[config.mk]
export PLATFORM = sky130hd
export DESIGN_NAME = ea_gen
export DESIGN_NICKNAME = d
export VERILOG_FILES = /design/src/rtl/ea_gen_pkg.sv /design/src/rtl/ea_index_add.sv /design/src/rtl/ea_ptr_seq.sv /design/src/rtl/ea_gen.sv
export SDC_FILE = /design/constraint.sdc
export NUM_CORES = 1
export LEC_CHECK = 0
export BUFFER_PORTS_ARGS = -buffer_cell sky130_fd_sc_hd__buf_2
export CAP_MARGIN = 20
export CORE_MARGIN = 2
export CORE_UTILIZATION = 55
export DETAILED_ROUTE_END_ITERATION = 7
export GPL_ROUTABILITY_DRIVEN = 0
export PLACE_DENSITY_LB_ADDON = 0.1
export SLEW_MARGIN = 20
export SYNTH_ARGS = -nofsm -noshare
export SYNTH_HDL_FRONTEND = slang
export SYNTH_SLANG_ARGS = --single-unit
[constraint.sdc]
create_clock -name clk_i -period 4 [get_ports clk_i]
set_input_delay 0.2 -clock clk_i [delete_from_list [all_inputs] [get_ports clk_i]]
set_output_delay 0.2 -clock clk_i [all_outputs]
set_load 0.01 [all_outputs]
[src/rtl/ea_gen_pkg.sv]
`timescale 1ns/1ps
package ea_gen_pkg;
  localparam int MODE_W = 4;

  typedef enum logic [MODE_W-1:0] {
    AM_ZP   = 4'd0,
    AM_ZPX  = 4'd1,
    AM_ZPY  = 4'd2,
    AM_ABS  = 4'd3,
    AM_ABSX = 4'd4,
    AM_ABSY = 4'd5,
    AM_INDX = 4'd6,
    AM_INDY = 4'd7
  } am_e;

  typedef struct packed {
    logic ok;
    logic ind;
    logic use_x;
    logic use_y;
    logic zp;
    logic pc_en;
  } am_dec_t;

  function automatic am_dec_t am_decode(logic [MODE_W-1:0] m);
    am_dec_t d;
    d = '0;
    case (m)
      AM_ZP:   begin d.ok = 1'b1; d.zp = 1'b1; end
      AM_ZPX:  begin d.ok = 1'b1; d.zp = 1'b1; d.use_x = 1'b1; end
      AM_ZPY:  begin d.ok = 1'b1; d.zp = 1'b1; d.use_y = 1'b1; end
      AM_ABS:  begin d.ok = 1'b1; end
      AM_ABSX: begin d.ok = 1'b1; d.use_x = 1'b1; d.pc_en = 1'b1; end
      AM_ABSY: begin d.ok = 1'b1; d.use_y = 1'b1; d.pc_en = 1'b1; end
      AM_INDX: begin d.ok = 1'b1; d.ind = 1'b1; d.use_x = 1'b1; end
      AM_INDY: begin d.ok = 1'b1; d.ind = 1'b1; d.use_y = 1'b1; d.pc_en = 1'b1; end
      default: d = '0;
    endcase
    return d;
  endfunction
endpackage

[src/rtl/ea_index_add.sv]
`timescale 1ns/1ps
module ea_index_add #(
  parameter int DW = 8
) (
  input  logic [2*DW-1:0] base_i,
  input  logic [DW-1:0]   idx_i,
  input  logic            zp_wrap_i,
  output logic [2*DW-1:0] sum_o,
  output logic            cross_o
);
  localparam int AW = 2 * DW;

  logic [AW-1:0] full_sum;
  logic [DW-1:0] low_sum;

  assign full_sum = base_i + {{DW{1'b0}}, idx_i};
  assign low_sum  = base_i[DW-1:0] + idx_i;
  assign sum_o    = zp_wrap_i ? {{DW{1'b0}}, low_sum} : full_sum;
  assign cross_o  = !zp_wrap_i && (full_sum[AW-1:DW] != base_i[AW-1:DW]);
endmodule

[src/rtl/ea_ptr_seq.sv]
`timescale 1ns/1ps
module ea_ptr_seq #(
  parameter int DW = 8
) (
  input  logic            clk_i,
  input  logic            rst_ni,
  input  logic            start_i,
  input  logic [DW-1:0]   zp_i,
  output logic            rd_req_o,
  output logic [2*DW-1:0] rd_addr_o,
  input  logic            rd_valid_i,
  input  logic [DW-1:0]   rd_data_i,
  output logic [2*DW-1:0] ptr_o,
  output logic            ptr_vld_o
);
  localparam int AW = 2 * DW;

  typedef enum logic [1:0] {PS_IDLE, PS_LO, PS_HI} ps_e;

  ps_e           state_q;
  logic [AW-1:0] addr_q;
  logic [DW-1:0] lo_q;

  always_ff @(posedge clk_i or negedge rst_ni) begin
    if (!rst_ni) begin
      state_q <= PS_IDLE;
      addr_q  <= '0;
      lo_q    <= '0;
    end else begin
      case (state_q)
        PS_IDLE: if (start_i) begin
          addr_q  <= {{DW{1'b0}}, zp_i};
          state_q <= PS_LO;
        end
        PS_LO: if (rd_valid_i) begin
          lo_q    <= rd_data_i;
          addr_q  <= addr_q + 1'b1;  // 16-bit successor, no page-zero wrap
          state_q <= PS_HI;
        end
        PS_HI: if (rd_valid_i) state_q <= PS_IDLE;
        default: state_q <= PS_IDLE;
      endcase
    end
  end

  assign rd_req_o  = (state_q != PS_IDLE);
  assign rd_addr_o = addr_q;
  assign ptr_vld_o = (state_q == PS_HI) && rd_valid_i;
  assign ptr_o     = {rd_data_i, lo_q};


  req_hold_chk: assert property (@(posedge clk_i) disable iff (!rst_ni)
    rd_req_o && !rd_valid_i |=> rd_req_o && $stable(rd_addr_o));


  succ_addr_chk: assert property (@(posedge clk_i) disable iff (!rst_ni)
    (state_q == PS_LO) && rd_valid_i |=> rd_req_o && (rd_addr_o == $past(rd_addr_o) + 1'b1));
endmodule

[src/rtl/ea_gen.sv]
`timescale 1ns/1ps
module ea_gen
  import ea_gen_pkg::*;
#(
  parameter int DW = 8
) (
  input  logic              clk_i,
  input  logic              rst_ni,
  input  logic              start_i,
  input  logic [MODE_W-1:0] mode_i,
  input  logic [DW-1:0]     op_lo_i,
  input  logic [DW-1:0]     op_hi_i,
  input  logic [DW-1:0]     idx_x_i,
  input  logic [DW-1:0]     idx_y_i,
  output logic              rd_req_o,
  output logic [2*DW-1:0]   rd_addr_o,
  input  logic              rd_valid_i,
  input  logic [DW-1:0]     rd_data_i,
  output logic              done_o,
  output logic              busy_o,
  output logic [2*DW-1:0]   ea_o,
  output logic              page_cross_o,
  output logic              err_o
);
  localparam int AW = 2 * DW;

  am_dec_t           dec_in, dec_q;
  logic [MODE_W-1:0] mode_q;
  logic [DW-1:0]     y_q;
  logic              busy_q, done_q, pc_q, err_q;
  logic [AW-1:0]     ea_q;
  logic              start_acc, seq_start, ptr_vld;
  logic [AW-1:0]     ptr;
  logic [AW-1:0]     add_base, add_sum;
  logic [DW-1:0]     add_idx, zp_ptr;
  logic              add_wrap, add_cross;

  assign dec_in    = am_decode(mode_i);
  assign dec_q     = am_decode(mode_q);
  assign start_acc = start_i && !busy_q;
  assign seq_start = start_acc && dec_in.ind;
  assign zp_ptr    = dec_in.use_x ? (op_lo_i + idx_x_i) : op_lo_i;

  ea_ptr_seq #(.DW(DW)) u_ptr (
    .clk_i      (clk_i),
    .rst_ni     (rst_ni),
    .start_i    (seq_start),
    .zp_i       (zp_ptr),
    .rd_req_o   (rd_req_o),
    .rd_addr_o  (rd_addr_o),
    .rd_valid_i (rd_valid_i),
    .rd_data_i  (rd_data_i),
    .ptr_o      (ptr),
    .ptr_vld_o  (ptr_vld)
  );

  // One adder shared by the direct path and the pointer-complete path
  always_comb begin
    if (ptr_vld) begin
      add_base = ptr;
      add_idx  = dec_q.use_y ? y_q : '0;
      add_wrap = 1'b0;
    end else begin
      add_base = dec_in.zp ? {{DW{1'b0}}, op_lo_i} : {op_hi_i, op_lo_i};
      add_idx  = dec_in.use_x ? idx_x_i : (dec_in.use_y ? idx_y_i : '0);
      add_wrap = dec_in.zp;
    end
  end

  ea_index_add #(.DW(DW)) u_add (
    .base_i    (add_base),
    .idx_i     (add_idx),
    .zp_wrap_i (add_wrap),
    .sum_o     (add_sum),
    .cross_o   (add_cross)
  );

  always_ff @(posedge clk_i or negedge rst_ni) begin
    if (!rst_ni) begin
      mode_q <= '0;
      y_q    <= '0;
      busy_q <= 1'b0;
      done_q <= 1'b0;
      ea_q   <= '0;
      pc_q   <= 1'b0;
      err_q  <= 1'b0;
    end else if (start_acc) begin
      mode_q <= mode_i;
      y_q    <= idx_y_i;
      if (dec_in.ind) begin
        busy_q <= 1'b1;
        done_q <= 1'b0;
      end else begin
        done_q <= 1'b1;
        ea_q   <= dec_in.ok ? add_sum : '0;
        pc_q   <= dec_in.ok && dec_in.pc_en && add_cross;
        err_q  <= !dec_in.ok;
      end
    end else if (ptr_vld) begin
      busy_q <= 1'b0;
      done_q <= 1'b1;
      ea_q   <= add_sum;
      pc_q   <= dec_q.pc_en && add_cross;
      err_q  <= 1'b0;
    end else begin
      done_q <= 1'b0;
    end
  end

  assign done_o       = done_q;
  assign busy_o       = busy_q;
  assign ea_o         = ea_q;
  assign page_cross_o = pc_q;
  assign err_o        = err_q;


  done_pulse_chk: assert property (@(posedge clk_i) disable iff (!rst_ni)
    done_o |=> !done_o);


  err_zero_chk: assert property (@(posedge clk_i) disable iff (!rst_ni)
    err_o |-> (ea_o == '0) && !page_cross_o);


  zp_page_chk: assert property (@(posedge clk_i) disable iff (!rst_ni)
    done_o && dec_q.zp |-> (ea_o[AW-1:DW] == '0) && !page_cross_o);


  busy_hold_chk: assert property (@(posedge clk_i) disable iff (!rst_ni)
    busy_o |=> $stable(mode_q) && !done_o || ($past(busy_o) && !busy_o));


  no_read_idle_chk: assert property (@(posedge clk_i) disable iff (!rst_ni)
    !busy_o && !rd_req_o |=> !rd_req_o || busy_o);
endmodule

Word-level counts from Yosys, hierarchy flattened:

Cells that the tools add are included.

* $add $sub $neg: 4
* equality and inequality tests: 19
* mux-type cells: 39
* reduce and logical (&&, ||, !) cells: 28

Operator list (number)
* two-way mux 16 bit: 9
* two-way mux 8 bit: 5
* case mux 16 bit (2 select lines): 1
* equality test 4 x 3 -> 1 bit, second input constant: 7
* two-way mux 1 bit: 20
* OR reduction 3 bit: 6
* adder 16 x 1 -> 16 bit, second input constant: 1
* adder 16 x 8 -> 16 bit: 1
* adder 8 bit: 2
* equality test 4 x 2 -> 1 bit, second input constant: 3
* inequality test 2 bit, second input constant: 5
* inequality test 8 bit: 1
* OR reduction 8 bit: 1
* logical AND 1 bit: 7
* two-way mux 2 bit: 3
* case mux 2 bit (3 select lines): 1
* AND reduction 2 bit: 3
* AND reduction 3 bit: 2
* nonzero test 2 bit: 3
* equality test 4 x 1 -> 1 bit, second input constant: 1
* logical NOT 4 bit: 1
* logical NOT 1 bit: 3
* equality test 2 x 1 -> 1 bit, second input constant: 1
* equality test 2 bit, second input constant: 1
* other kinds (2): 2

* register bits after elaboration: 58
* bits of input ports: 48
* output and inout port bits: 37

Depth between registers and ports, before layout:

* depth after elaboration: 12
* depth in mapped cells: 15
* depth with buffers taken out: 13

Cells and area by module:

Synthesis repeated with hierarchy kept, for this count alone.

* cells, all modules: 480
* area, all modules: 4043.9 um2

By module, submodules not included
* ea_gen: times used 1, cells each 257, area an instance 2057.0 um2, seq. area each 800.8 um2
* ea_ptr_seq: times used 1, cells each 141, area an instance 1393.8 um2, seq. area each 650.6 um2
* ea_index_add: times used 1, cells each 82, area an instance 593.1 um2, seq. area each 0.0 um2

Least setup slack after synthesis:

Ideal clock, no wire load.

* kind: register to register
* from: register u_ptr.state_q[0]
* to: register ea_q[10], in the netlist ea_o[10]
* library setup time: 0.122 ns
* arrival: 3.142 ns
* data required time: 3.878 ns
* setup slack: 0.737 ns
* stages on the path, launching flop included: 14
* cells stage by stage: dfrtp_1 -> and3b_1 -> buf_2 -> buf_2 -> buf_2 -> clkbuf_1 -> o21ai_0 -> fa_1 -> a211oi_1 -> nor2_1 -> o21ai_1 -> a21oi_1 -> a221o_1 -> a32o_1

* word-level cells in the longest chain between the ends: 8

RTL lines
* start: declaration: line ea_ptr_seq.sv:20 `ps_e state_q;`
* start signal: assignment: line ea_ptr_seq.sv:26 `state_q <= PS_IDLE;`
* start signal: assignment: line ea_ptr_seq.sv:33 `state_q <= PS_LO;`
* start signal: assignment: line ea_ptr_seq.sv:38 `state_q <= PS_HI;`
* equality test 2 bit (*): line ea_ptr_seq.sv:48 `assign ptr_vld_o = (state_q == PS_HI) && rd_valid_i;`
* logical AND 1 bit (*): line ea_ptr_seq.sv:48
* two-way mux 16 bit or two-way mux 8 bit (tied branches): line ea_gen.sv:59 `if (ptr_vld) begin`
* adder 16 x 8 -> 16 bit: line ea_index_add.sv:16 `assign full_sum = base_i + {{DW{1'b0}}, idx_i};`
* two-way mux 16 bit: line ea_index_add.sv:18 `assign sum_o = zp_wrap_i ? {{DW{1'b0}}, low_sum} : full_sum;`
* two-way mux 16 bit: line ea_gen.sv:95 `ea_q <= dec_in.ok ? add_sum : '0;`
* two-way mux 16 bit: line ea_gen.sv:90 `if (dec_in.ind) begin`
* two-way mux 16 bit: line ea_gen.sv:87 `end else if (start_acc) begin`
* end signal: assignment: line ea_gen.sv:95
* end signal: assignment: line ea_gen.sv:102 `ea_q <= add_sum;`
* end: declaration: line ea_gen.sv:31 `logic [AW-1:0] ea_q;`

Every way passes the cells marked *; elsewhere a longest branch is shown, timed or not. The select of a mux whose other input is x is not followed.
A chain may end at the register's enable or synchronous reset.

Worst setup path after layout:

Same ends and word-level chain as after synthesis.

==> flow_metrics.py <==
metrics = {
    "logic_synthesis": {
        "synthCells": 443,
        "yosys.area_share.simple_pct": 22.5,
        "synth_edf_count": 0,
        "syn-num-nets": 509,
        "yosys.area_share.adder_pct": 6.24,
        "synth_area_per_cell_um2": 8.69,
        "synth-seq-area-share_pct": 37.7,
        "synthXorXnorAreaFrac_pct": 6.14,
        "synth_top_family_by_area": "simple AND/OR/NAND/NOR gates",
        "syn_area_um2": 3850,
        "synth_ff_type": "dfrtp_1",
        "muxShareOfSynthArea_pct": 3.44,
        "ys_ff_latch": 58,
        "ys_warn_count": 0,
        "synth_cell_types": 63,
        "synth-compound-area-share_pct": 20.3,
        "async_flop_share_pct": 100,
    },
    "floorplanning": {
        "die_h_um": 87.7,
        "design.core.area_um2": 6790,
        "fp.dieW_um": 87.7,
        "initial_core_util_pct": 56.7,
        "rows": 30,
        "dieArea_um2": 7690,
        "ios": 85,
    },
    "clocking": {
        "htreeDepth": 3,
        "tritoncts": "done",
        "cts_buffer_depth": 2,
        "numCtsBuffers": 9,
        "hold_buffers": 0,
        "cts_root_buf": "clkbuf_8",
        "worstSkewPairLatency_ns": 0.33,
        "cts.sinks": 58,
        "path_clk_slew_ns": 0.07,
        "cts_resized": 0,
        "post_cts_buffers": 0,
    },
    "worst_setup_path": {
        "start_kind": "register",
        "crit_path_max_fanout": 13,
        "worstPathArrival_ns": 3.51,
        "path_class": "reg2reg",
        "ff2ff_setup_slack_ns": 0.71,
        "cp_data_required_time_ns": 4.22,
        "reg2regPathDepth": 10,
        "r2r-start": "u_ptr.state_q[0]$_DFFE_PN0P_",
        "endpoint": "ea_o[10]$_DFFE_PN0P_",
        "startpoint": "u_ptr.state_q[0]$_DFFE_PN0P_",
        "endpoint_kind": "register",
        "rr_endpoint": "ea_o[10]$_DFFE_PN0P_",
    },
    "routing": {
        "drtPass1Iterations": 5,
        "ant_nets": 0,
        "vias": 3596,
        "drt-wirelength-per-cell_um": 16.5,
        "vias_per_cell": 5.76,
        "drtIter0Drc": 173,
        "wl_um": 10300,
        "drc": 0,
    },
    "timing": {
        "fin_crit_sh_pct": 82.2,
        "hold_viol_final": 0,
        "finalSetupViolations": 0,
        "min_period_ns": 3.29,
        "tightest_slew_ns": 1.02,
        "rsz0062_at_grt": "no",
        "finalClockSkew_ns": 0.00842,
        "max_freq_mhz": 304,
        "final.setup.tns_ns": 0,
        "final_max_slew_viol_count": 0,
        "slew_headroom_pct": 31.9,
    },
    "worst_hold_path": {
        "hp-class": "in2async",
    },
    "finish": {
        "seq_area_um2": 1450,
        "n_fill_cell": 612,
        "area_growth_pct": 17.5,
        "nNetsFinal": 589,
        "drive_above_1_share_pct": 24.1,
        "diodes": 0,
        "multi_input_area_um2": 2260,
    },
    "placed_design": {
        "detailed_place_hpwl_um": 7680,
        "port_buffers": 84,
    },
    "grt": {
        "groute.usage.overall_pct": 28.1,
        "first_global_vias": 3291,
        "grt_max_degree": 59,
        "grt_pass1_wl_um": 16500,
        "antenna_found_initial": 0,
        "grt_overflow": 0,
    },
    "power_and_ir_drop": {
        "power_switching_mw": 0.872,
        "seq_power_share_pct": 42.7,
        "ir_drop_uv": 271,
        "switching_share_pct": 37.6,
        "clkPwrFrac_pct": 22.2,
        "internal_power_mw": 1.45,
        "totalPowerFinal_mw": 2.32,
        "comb_power_share_pct": 35.1,
        "total_leakage_power_nw": 2.19,
        "powerDensity_nw_per_um2": 513,
    },
    "run_status": {
        "status": "finished, final reports clean",
    },
    "run": {
        "max-cap-violations": 0,
    },
}
-- power by group through the flow --
stage | Sequential [mW] | Clock [mW] | Combinational [mW]
2_1_floorplan | 1.03 | 0 | 0.469
4_1_cts | 0.987 | 0.527 | 0.817
6_report | 0.992 | 0.515 | 0.814
3_5_place_dp | 0.999 | 0 | 0.811
3_3_place_gp | 0.989 | 0 | 0.795
5_1_grt | 1.02 | 0.556 | 0.915
-- cell type report --
type	count	area share, %
clock inverters	4	0.553
repair buffers	90	10.3
clock buffers	12	3.65
inverters	11	0.912
multi-input cells	353	49.9
well taps	96	2.65
flip-flops and latches	58	32.1
-- Yosys cell counts, drive strengths merged, types with 3 or more instances --
library cell,count,share of area (%)
a211oi,5,1.1
a21o,3,0.58
a21oi,21,2.7
a22o,8,1.8
a22oi,12,2.3
and3,6,0.97
buf,13,1.9
clkbuf,8,0.78
dfrtp,58,38
ha,16,5.2
inv,11,1.1
mux2,10,2.9
nand2,91,8.9
nand2b,6,0.97
nand3,14,1.8
nand4,8,1.3
nor2,29,3.1
nor2b,5,0.81
nor3,8,1.0
nor4,6,1.8
o211ai,4,0.78
o21ai,31,4.1
o21bai,4,0.78
o22ai,3,0.49
o41ai,4,1.1
xnor2,17,3.9
xor2,10,2.3
-- state kept, by name, indices dropped and copies added, names as in the netlist --
| register | flops |
|---|---|
| busy_o | 1 |
| u_ptr.lo_q | 8 |
| mode_q | 4 |
| err_o | 1 |
| ea_o | 16 |
| u_ptr.state_q | 2 |
| done_o | 1 |
| y_q | 8 |
| page_cross_o | 1 |
| u_ptr.rd_addr_o | 16 |
-- cell usage in the layout (no fill, tap or decap), types with 3 or more instances in the layout --
cell type,count
o211ai_1,4
nand2_1,90
a21o_1,3
mux2_2,10
a22o_1,8
nor2_1,27
a211oi_1,4
nand4_1,8
xor2_1,10
inv_1,11
nor3_1,8
o21bai_1,4
ha_1,16
buf_4,6
clkbuf_8,12
o22ai_1,3
nor2b_1,5
and3_1,6
dfrtp_1,58
o21ai_0,26
nand3_1,14
xnor2_1,17
buf_2,84
a21oi_1,21
a22oi_1,12
nand2b_1,6
nor4_1,4
o41ai_1,3
o21ai_1,4
-- through the flow --
stage	cell area [µm²]	utilization (%)	std cells	hold slack (ns)	setup WS (ns)
6_report	4530	66.6	624	0.0109	0.710
5_1_grt	4530	66.6	624	0.0845	0.565
4_1_cts	4530	66.6	624	0.0375	0.736
3_5_place_dp	4340	63.8	608	0.397	0.683
3_3_place_gp	4340	63.8	608	0.393	0.764
2_1_floorplan	3850	-	443	-0.0956	0.737
-- how the worst min path moves through the flow --
stage,to,cells past startpoint,from,slack (ns)
2_1_floorplan,busy_o$_DFFE_PN0P_,0,rst_ni,-0.1
3_3_place_gp,u_ptr.rd_addr_o[15]$_DFFE_PN0P_,2,rst_ni,0.39
3_5_place_dp,u_ptr.rd_addr_o[14]$_DFFE_PN0P_,2,rst_ni,0.40
4_1_cts,u_ptr.rd_addr_o[15]$_DFFE_PN0P_,2,rst_ni,0.04
5_1_grt,y_q[0]$_DFFE_PN0P_,3,idx_y_i[0],0.08
6_report,u_ptr.rd_addr_o[15]$_DFFE_PN0P_,2,rst_ni,0.01
-- kinds of logic (layout without fill, tap and decap cells) --
kind of cell / Yosys count / in the layout
muxes: 12 / 12
buffers and inverters: 32 / 117
adders and majority gates: 18 / 18
xor gates and xnor gates: 27 / 27
AOI/OAI and AO/OA: 114 / 114
and+or+nand+nor: 182 / 182
DFF: 58 / 58
-- critical path, stage by stage, from the launching register on --
cell and delay (ns):
dfrtp_1 0.45, and3b_1 0.48, o21ai_0 0.18, ha_1 0.26
fa_1 0.44, a211oi_1 0.25, nor2_1 0.14, o21ai_1 0.37
a21oi_1 0.07, a221o_1 0.28, a32o_1 0.26
-- metal layers --
layer,share of wire (%),GRT usage [%]
met5,0,0
met2,46,43.0
met3,6.3,5.47
met4,1.2,6.99
met1,46,41.1
(Power assumes the default switching activity.)
